$ cat src/rtl/chan_state_pkg.sv
package chan_state_pkg;
  localparam int DW = 32;
  localparam int CW = 7;
  localparam int EW = DW + CW;

  typedef enum logic [2:0] {
    WK_CTRL = 3'd0,
    WK_IDX  = 3'd1,
    WK_PTR  = 3'd2,
    WK_RAW0 = 3'd3,
    WK_RAW1 = 3'd4
  } wr_kind_e;

  localparam logic [DW-1:0] CTRL_MASK = 32'h0000_01FF;
  localparam logic [DW-1:0] IDX_MASK  = 32'hFFFF_0000;
  localparam logic [DW-1:0] PTR_MASK  = 32'hFFFF_FFFC;

  // Hsiao columns: the first DW weight-3 patterns in ascending order
  function automatic logic [DW-1:0][CW-1:0] build_cols();
    logic [DW-1:0][CW-1:0] t;
    int n;
    t = '0;
    n = 0;
    for (int v = 1; v < (1 << CW); v++) begin
      logic [CW-1:0] b;
      b = CW'(v);
      if ($countones(b) == 3 && n < DW) begin
        t[n] = b;
        n++;
      end
    end
    return t;
  endfunction

  localparam logic [DW-1:0][CW-1:0] H_COLS = build_cols();
endpackage

$ cat src/rtl/cs_ecc_enc.sv
module cs_ecc_enc
  import chan_state_pkg::*;
(
  input  logic [DW-1:0] data_i,
  output logic [CW-1:0] check_o
);
  always_comb begin
    check_o = '0;
    for (int i = 0; i < DW; i++)
      if (data_i[i]) check_o = check_o ^ H_COLS[i];
  end
endmodule

$ cat src/rtl/cs_ecc_dec.sv
module cs_ecc_dec
  import chan_state_pkg::*;
(
  input  logic [DW-1:0] data_i,
  input  logic [CW-1:0] check_i,
  output logic [DW-1:0] data_o,
  output logic          sec_o,
  output logic          ded_o
);
  logic [CW-1:0] calc;
  logic [CW-1:0] syn;
  logic [DW-1:0] flip;
  logic          single;

  cs_ecc_enc u_enc (.data_i(data_i), .check_o(calc));

  assign syn = calc ^ check_i;

  for (genvar gi = 0; gi < DW; gi++) begin : g_flip
    assign flip[gi] = (syn == H_COLS[gi]);
  end

  assign single = (|flip) || ($countones(syn) == 1);
  assign data_o = data_i ^ (single ? flip : '0);
  assign sec_o  = single;
  assign ded_o  = (syn != '0) && !single;
endmodule

$ cat src/rtl/cs_word_store.sv
module cs_word_store #(
  parameter int WORDS = 16,
  parameter int IW    = 4,
  parameter int EW    = 39
) (
  input  logic          clk_i,
  input  logic          rst_ni,
  input  logic          we_i,
  input  logic [IW-1:0] waddr_i,
  input  logic [EW-1:0] wdata_i,
  input  logic          ra_en_i,
  input  logic [IW-1:0] ra_addr_i,
  output logic [EW-1:0] ra_q_o,
  input  logic          rb_en_i,
  input  logic [IW-1:0] rb_addr_i,
  output logic [EW-1:0] rb_q_o
);
  logic [EW-1:0] mem [WORDS];

  always_ff @(posedge clk_i or negedge rst_ni) begin
    if (!rst_ni) begin
      for (int i = 0; i < WORDS; i++) mem[i] <= '0;
    end else if (we_i) begin
      mem[waddr_i] <= wdata_i;
    end
  end

  always_ff @(posedge clk_i or negedge rst_ni) begin
    if (!rst_ni) begin
      ra_q_o <= '0;
      rb_q_o <= '0;
    end else begin
      if (ra_en_i) ra_q_o <= mem[ra_addr_i];
      if (rb_en_i) rb_q_o <= mem[rb_addr_i];
    end
  end
endmodule

$ cat src/rtl/chan_state_ram.sv
module chan_state_ram
  import chan_state_pkg::*;
#(
  parameter int NUM_CH = 8,
  localparam int WORDS = 2 * NUM_CH,
  localparam int IW    = $clog2(WORDS),
  localparam int WA_W  = IW + 1,
  localparam int CH_W  = WA_W - 1
) (
  input  logic            clk_i,
  input  logic            rst_ni,
  input  logic            wr_valid_i,
  input  logic [2:0]      wr_kind_i,
  input  logic [CH_W-1:0] wr_chan_i,
  input  logic [31:0]     wr_data_i,
  output logic            wr_ready_o,
  input  logic            inj_en_i,
  input  logic [WA_W-1:0] inj_addr_i,
  input  logic [6:0]      inj_parity_i,
  input  logic            rd_valid_i,
  input  logic [WA_W-1:0] rd_addr_i,
  output logic            rd_valid_o,
  output logic [31:0]     rd_data_o,
  output logic            sec_err_o,
  output logic            ded_err_o,
  output logic [WA_W-1:0] err_addr_o,
  output logic            addr_err_o
);
  localparam logic [CH_W-1:0] CH_LIM   = CH_W'(NUM_CH);
  localparam logic [WA_W-1:0] WORD_LIM = WA_W'(WORDS);

  logic            wr_fire, chan_ok, is_raw, is_field, sel_w1;
  logic [WA_W-1:0] wr_addr;
  logic [DW-1:0]   wr_mask;
  logic            rmw_busy_q;
  logic [WA_W-1:0] rmw_addr_q;
  logic [DW-1:0]   rmw_mask_q, rmw_data_q;
  logic [EW-1:0]   rmw_raw, rd_raw;
  logic [DW-1:0]   rmw_fix, merged, enc_data;
  logic            rmw_sec_unused, rmw_ded_unused;
  logic [CW-1:0]   enc_check, st_check;
  logic            st_we;
  logic [WA_W-1:0] st_addr;
  logic            rd_ok, rd_vld_q;
  logic [WA_W-1:0] rd_addr_q, err_addr_q;
  logic            addr_err_q;
  logic            dec_sec, dec_ded;

  assign wr_ready_o = !rmw_busy_q;
  assign wr_fire    = wr_valid_i && wr_ready_o;
  assign chan_ok    = wr_chan_i < CH_LIM;
  assign is_raw     = (wr_kind_i == WK_RAW0) || (wr_kind_i == WK_RAW1);
  assign is_field   = (wr_kind_i == WK_CTRL) || (wr_kind_i == WK_IDX) ||
                      (wr_kind_i == WK_PTR);
  assign sel_w1     = (wr_kind_i == WK_RAW1) || (wr_kind_i == WK_PTR);
  assign wr_addr    = {wr_chan_i, sel_w1};

  always_comb begin
    unique case (wr_kind_i)
      WK_CTRL: wr_mask = CTRL_MASK;
      WK_IDX:  wr_mask = IDX_MASK;
      WK_PTR:  wr_mask = PTR_MASK;
      default: wr_mask = '1;
    endcase
  end

  // read-modify-write capture
  always_ff @(posedge clk_i or negedge rst_ni) begin
    if (!rst_ni) begin
      rmw_busy_q <= 1'b0;
      rmw_addr_q <= '0;
      rmw_mask_q <= '0;
      rmw_data_q <= '0;
    end else if (rmw_busy_q) begin
      rmw_busy_q <= 1'b0;
    end else if (wr_fire && is_field && chan_ok) begin
      rmw_busy_q <= 1'b1;
      rmw_addr_q <= wr_addr;
      rmw_mask_q <= wr_mask;
      rmw_data_q <= wr_data_i;
    end
  end

  cs_ecc_dec u_rmw_dec (
    .data_i (rmw_raw[DW-1:0]),
    .check_i(rmw_raw[EW-1:DW]),
    .data_o (rmw_fix),
    .sec_o  (rmw_sec_unused),
    .ded_o  (rmw_ded_unused)
  );

  assign merged   = (rmw_fix & ~rmw_mask_q) | (rmw_data_q & rmw_mask_q);
  assign enc_data = rmw_busy_q ? merged : wr_data_i;

  cs_ecc_enc u_enc (.data_i(enc_data), .check_o(enc_check));

  // injection applies to raw full-word writes only
  assign st_check = (!rmw_busy_q && inj_en_i && inj_addr_i == wr_addr) ?
                    inj_parity_i : enc_check;
  assign st_we    = rmw_busy_q || (wr_fire && is_raw && chan_ok);
  assign st_addr  = rmw_busy_q ? rmw_addr_q : wr_addr;

  assign rd_ok = rd_valid_i && (rd_addr_i < WORD_LIM);

  cs_word_store #(.WORDS(WORDS), .IW(IW), .EW(EW)) u_store (
    .clk_i    (clk_i),
    .rst_ni   (rst_ni),
    .we_i     (st_we),
    .waddr_i  (st_addr[IW-1:0]),
    .wdata_i  ({st_check, enc_data}),
    .ra_en_i  (rd_ok),
    .ra_addr_i(rd_addr_i[IW-1:0]),
    .ra_q_o   (rd_raw),
    .rb_en_i  (wr_fire && is_field && chan_ok),
    .rb_addr_i(wr_addr[IW-1:0]),
    .rb_q_o   (rmw_raw)
  );

  cs_ecc_dec u_rd_dec (
    .data_i (rd_raw[DW-1:0]),
    .check_i(rd_raw[EW-1:DW]),
    .data_o (rd_data_o),
    .sec_o  (dec_sec),
    .ded_o  (dec_ded)
  );

  always_ff @(posedge clk_i or negedge rst_ni) begin
    if (!rst_ni) begin
      rd_vld_q   <= 1'b0;
      rd_addr_q  <= '0;
      err_addr_q <= '0;
      addr_err_q <= 1'b0;
    end else begin
      rd_vld_q <= rd_ok;
      if (rd_ok) rd_addr_q <= rd_addr_i;
      if (rd_vld_q && (dec_sec || dec_ded)) err_addr_q <= rd_addr_q;
      addr_err_q <= (wr_fire && (is_raw || is_field) && !chan_ok) ||
                    (rd_valid_i && !rd_ok);
    end
  end

  assign rd_valid_o = rd_vld_q;
  assign sec_err_o  = rd_vld_q && dec_sec;
  assign ded_err_o  = rd_vld_q && dec_ded;
  assign err_addr_o = err_addr_q;
  assign addr_err_o = addr_err_q;
endmodule

$ cat config.mk
export PLATFORM = sky130hd
export DESIGN_NAME = chan_state_ram
export DESIGN_NICKNAME = d
export VERILOG_FILES = /design/src/rtl/chan_state_pkg.sv /design/src/rtl/cs_ecc_enc.sv /design/src/rtl/cs_ecc_dec.sv /design/src/rtl/cs_word_store.sv /design/src/rtl/chan_state_ram.sv
export SDC_FILE = /design/constraint.sdc
export NUM_CORES = 2
export LEC_CHECK = 0
export BUFFER_PORTS_ARGS = -buffer_cell sky130_fd_sc_hd__buf_2
export CORE_ASPECT_RATIO = 0.8
export CORE_MARGIN = 5
export CORE_UTILIZATION = 59
export CTS_CLUSTER_SIZE = 20
export DETAILED_ROUTE_END_ITERATION = 7
export GPL_TIMING_DRIVEN = 0
export PLACE_DENSITY = 0.74
export SKIP_CTS_REPAIR_TIMING = 1
export SYNTH_ARGS = -nofsm -noshare
export SYNTH_HDL_FRONTEND = slang
export SYNTH_SLANG_ARGS = --single-unit
$ cat constraint.sdc
create_clock -name clk_i -period 5.6 [get_ports clk_i]
set_clock_uncertainty 0.15 [all_clocks]
set_input_delay 0.84 -clock clk_i [delete_from_list [all_inputs] [get_ports clk_i]]
set_output_delay 0.84 -clock clk_i [all_outputs]
set_load 0.03 [all_outputs]
==> results.cfg <==
[run_status]
status = finished with violations
violations = design-rule violations, max-capacitance violations

[power]
irDropWorstVdd_uv = 3360
internal_power_uw = 15400
power_per_cell_area_mw_per_mm2 = 601
sequentialPowerShare_pct = 28.7
pwr-share-clk_pct = 19.2
power.switching_uw = 12100
power.leakage_uw = 0.0197
p_comb_share_pct = 52.1
design_power_total_uw = 27500
share_of_total_power_consumed_by_net_switching_pct = 44.1

[placement]
detailed_place_hpwl_um = 111000
dpl.cell_count = 4758
gp_routability_congestion = 1.05
port_buffers = 97

[routing]
detail_route.iter0.violations = 5831
route.met2.wl_um = 63600
dr_wl_met3_um = 28800
route.final.wire_length_um = 157000
route.top_layer_used = met5
vias_per_cell = 7.08
wl_per_cell_um = 31.9
route.vias.total = 34754
drt_drc_violations_left = 3
route.antenna.remaining_nets = 0
wirelength_met1_um = 53100
detailedRoute.firstPassIterationCount = 8

[logic_synthesis]
ys_dominant_reg_cell = dfrtp_1
postSynthRegisterBits = 755
synth_cells = 3729
ys_types = 66
synthesis.area_per_instance_um2 = 10.9
synthesis_warnings = 0
synth.net_count = 3819
synth-async-reset-ratio_pct = 100
synth_edf_count = 0
synth.cell_area_mm2 = 0.0407
seq_area_frac_synth_pct = 46.4

[clocking]
cts_inserted_buffers = 77
cts.reportedPaths.clkPinSlew_ps = 70
cell_at_the_root_of_the_clock_tree = clkbuf_16
tritoncts_clock_tree = done
clock_insertion_delay_worst_skew_ps = 670
clock_sink_count = 755
clockBufferDepth = 3
htree_num_levels = 3

[grt]
grt_pass1_vias = 33275
grt_pass1_wl_um = 226000
grt_max_degree = 125
antenna_found_initial = 12
grt_overflow = 0
groute.usage.overall_pct = 41.5

[timing]
timing.final.setup_violations = 0
slew_viol_final = 0
slew_headroom_pct = 0.325
worst-slew-pin-transition_ps = 1500
max_frequency_mhz = 183
final-hold-violation-count = 0
fin_crit_sh_pct = 97.8
clock_period_minus_worst_slack_ps = 5480

[die]
core.rowCount = 86
floorplan.core_area_mm2 = 0.0687
initial_core_utilization_pct = 59.4
io_pins = 103
floorplan.die.width_um = 304
die_h_um = 245
fp.dieArea_mm2 = 0.0745

[run]
drv_cap = 1

[hold_path]
worst_hold_path_type = in2async

[cells_and_area]
layout_stage_area_growth_over_the_synthesis_result_pct = 12.1
post_route_cells_drive_above_1_share_pct = 18.4
n_fill_cell = 5233
final_cell_count_without_fillers = 4911
design.final.nets = 4019
layout.cells.most_common = nand2_1
most-common-layout-cells = nand2_1 (906), dfrtp_1 (743), o21ai_0 (585), mux4_2 (372), clkbuf_1 (249)

[setup_path]
path_max_fanout = 10
timing.setup.critical_path_class = reg2reg
end_kind = flip-flop
worst_path_arrival_time_ps = 5900
rr_worst_depth = 14
worst-endpoint-required_ps = 6030
worstSetupStartpointType = flip-flop
-- power by group through the flow --
stage	clock network, uW	registers (uW)	logic (uW)
floorplan	0	7470	9310
global placement	0	7780	12300
detailed placement	0	7850	12600
CTS	5220	7780	12700
global route	5470	7980	15500
finish	5270	7900	14300
-- per-stage QoR --
stage	hold WS (ps)	utilization [%]	setup WS, ps	instance area (um^2)	TNS [ps]
final	38.1	66.5	122	45700	0
after detailed placement	313	62.1	-328	42600	-10800
after global routing	109	66.5	-61.6	45700	-101
after floorplan	288	-	822	40700	0
after global placement	304	61.7	-12540	42400	-9422870
after CTS	81.8	65.7	-404	45100	-14670
-- cells in the mapped netlist, drive strengths merged (2+ instances only) --
cell,count,area share (%)
nand2b,8,0.12
o31ai,8,0.15
xor2,47,1.0
a32oi,3,0.064
a2bb2oi,2,0.058
a21o,6,0.11
or3,2,0.031
xnor3,7,0.39
mux2i,34,0.98
xnor2,222,4.9
and2,10,0.15
nand4,29,0.45
mux2,5,0.14
nand3,41,0.52
fa,3,0.15
o32ai,3,0.064
a22o,6,0.13
ha,26,0.80
nor3,8,0.098
a21oi,104,1.3
nor2,104,0.96
inv,39,0.36
a22oi,4,0.074
clkbuf,254,2.3
and3,5,0.077
a221oi,5,0.22
nor2b,6,0.092
mux4,372,21
o21ai,590,7.2
buf,69,0.79
o22ai,4,0.061
nand2,906,8.3
o21a,5,0.092
o211ai,4,0.074
o32a,3,0.074
a31oi,2,0.031
dfrtp,755,46
a222oi,15,0.37
-- path summary, 6_finish.rpt --
kind                            slack, ps           endpoint    startpoint
worst max register to register        120  u_store.rb_q_o[1]    rmw_busy_q
worst min register to register        330       rd_addr_q[1]  rd_addr_q[1]
min in group clk_i                    250      rmw_data_q[9]  wr_data_i[9]
worst min-delay path                   40   u_store.mem[480]        rst_ni
worst max-delay path                  120  u_store.rb_q_o[1]    rmw_busy_q
max in group asynchronous            3560  u_store.ra_q_o[2]        rst_ni
-- layer usage --
metal	vias to the layer above	track usage (%)
met1	17113	52.3
met3	722	23.9
met4	20	21.7
met5	-	2.00
met2	3294	57.0
li1	13605	-
-- state kept, by name, summed over array words and instances, names as in the netlist, 4 cells and up --
name and count:
rmw_data_q 32, rmw_mask_q 4, u_store.ra_q_o 39, err_addr_o 5, u_store.mem 624, u_store.rb_q_o 39, rd_addr_q 5, rmw_addr_q 4
-- critical path, cell delays in order (launching register included) --
cell and delay [ps]:
dfrtp_1 360, clkbuf_1 220, inv_1 190, clkbuf_1 430
clkbuf_1 540, clkbuf_2 480, buf_2 470, nand2_1 160
nor3_1 210, nand2_1 360, inv_1 410, clkbuf_1 640
buf_1 510, nand2_1 150, nand2_1 90
-- logic make-up after synthesis --
family	after synthesis	share of synthesized area, %
flip-flops	755	46.4
AND/OR/NAND/NOR	1120	10.9
adder cells (fa/ha/maj)	29	0.946
multiplexers	411	21.7
XOR/XNOR	277	6.32
AO/OA/AOI/OAI	775	10.3
buffers and inverters	362	3.50
-- cell type report --
class,instances,area [um^2],share of cell area [%]
repair buffers,126,897,1.96
flip-flops and latches,755,18900,41.4
plain buffers,318,1290,2.82
well taps,924,1160,2.53
multi-input cells,2612,20800,45.5
inverters,39,146,0.321
diodes,8,20.0,0.0438
clock buffers,106,2230,4.88
clock inverters,23,259,0.567
(Power assumes the default switching activity.)
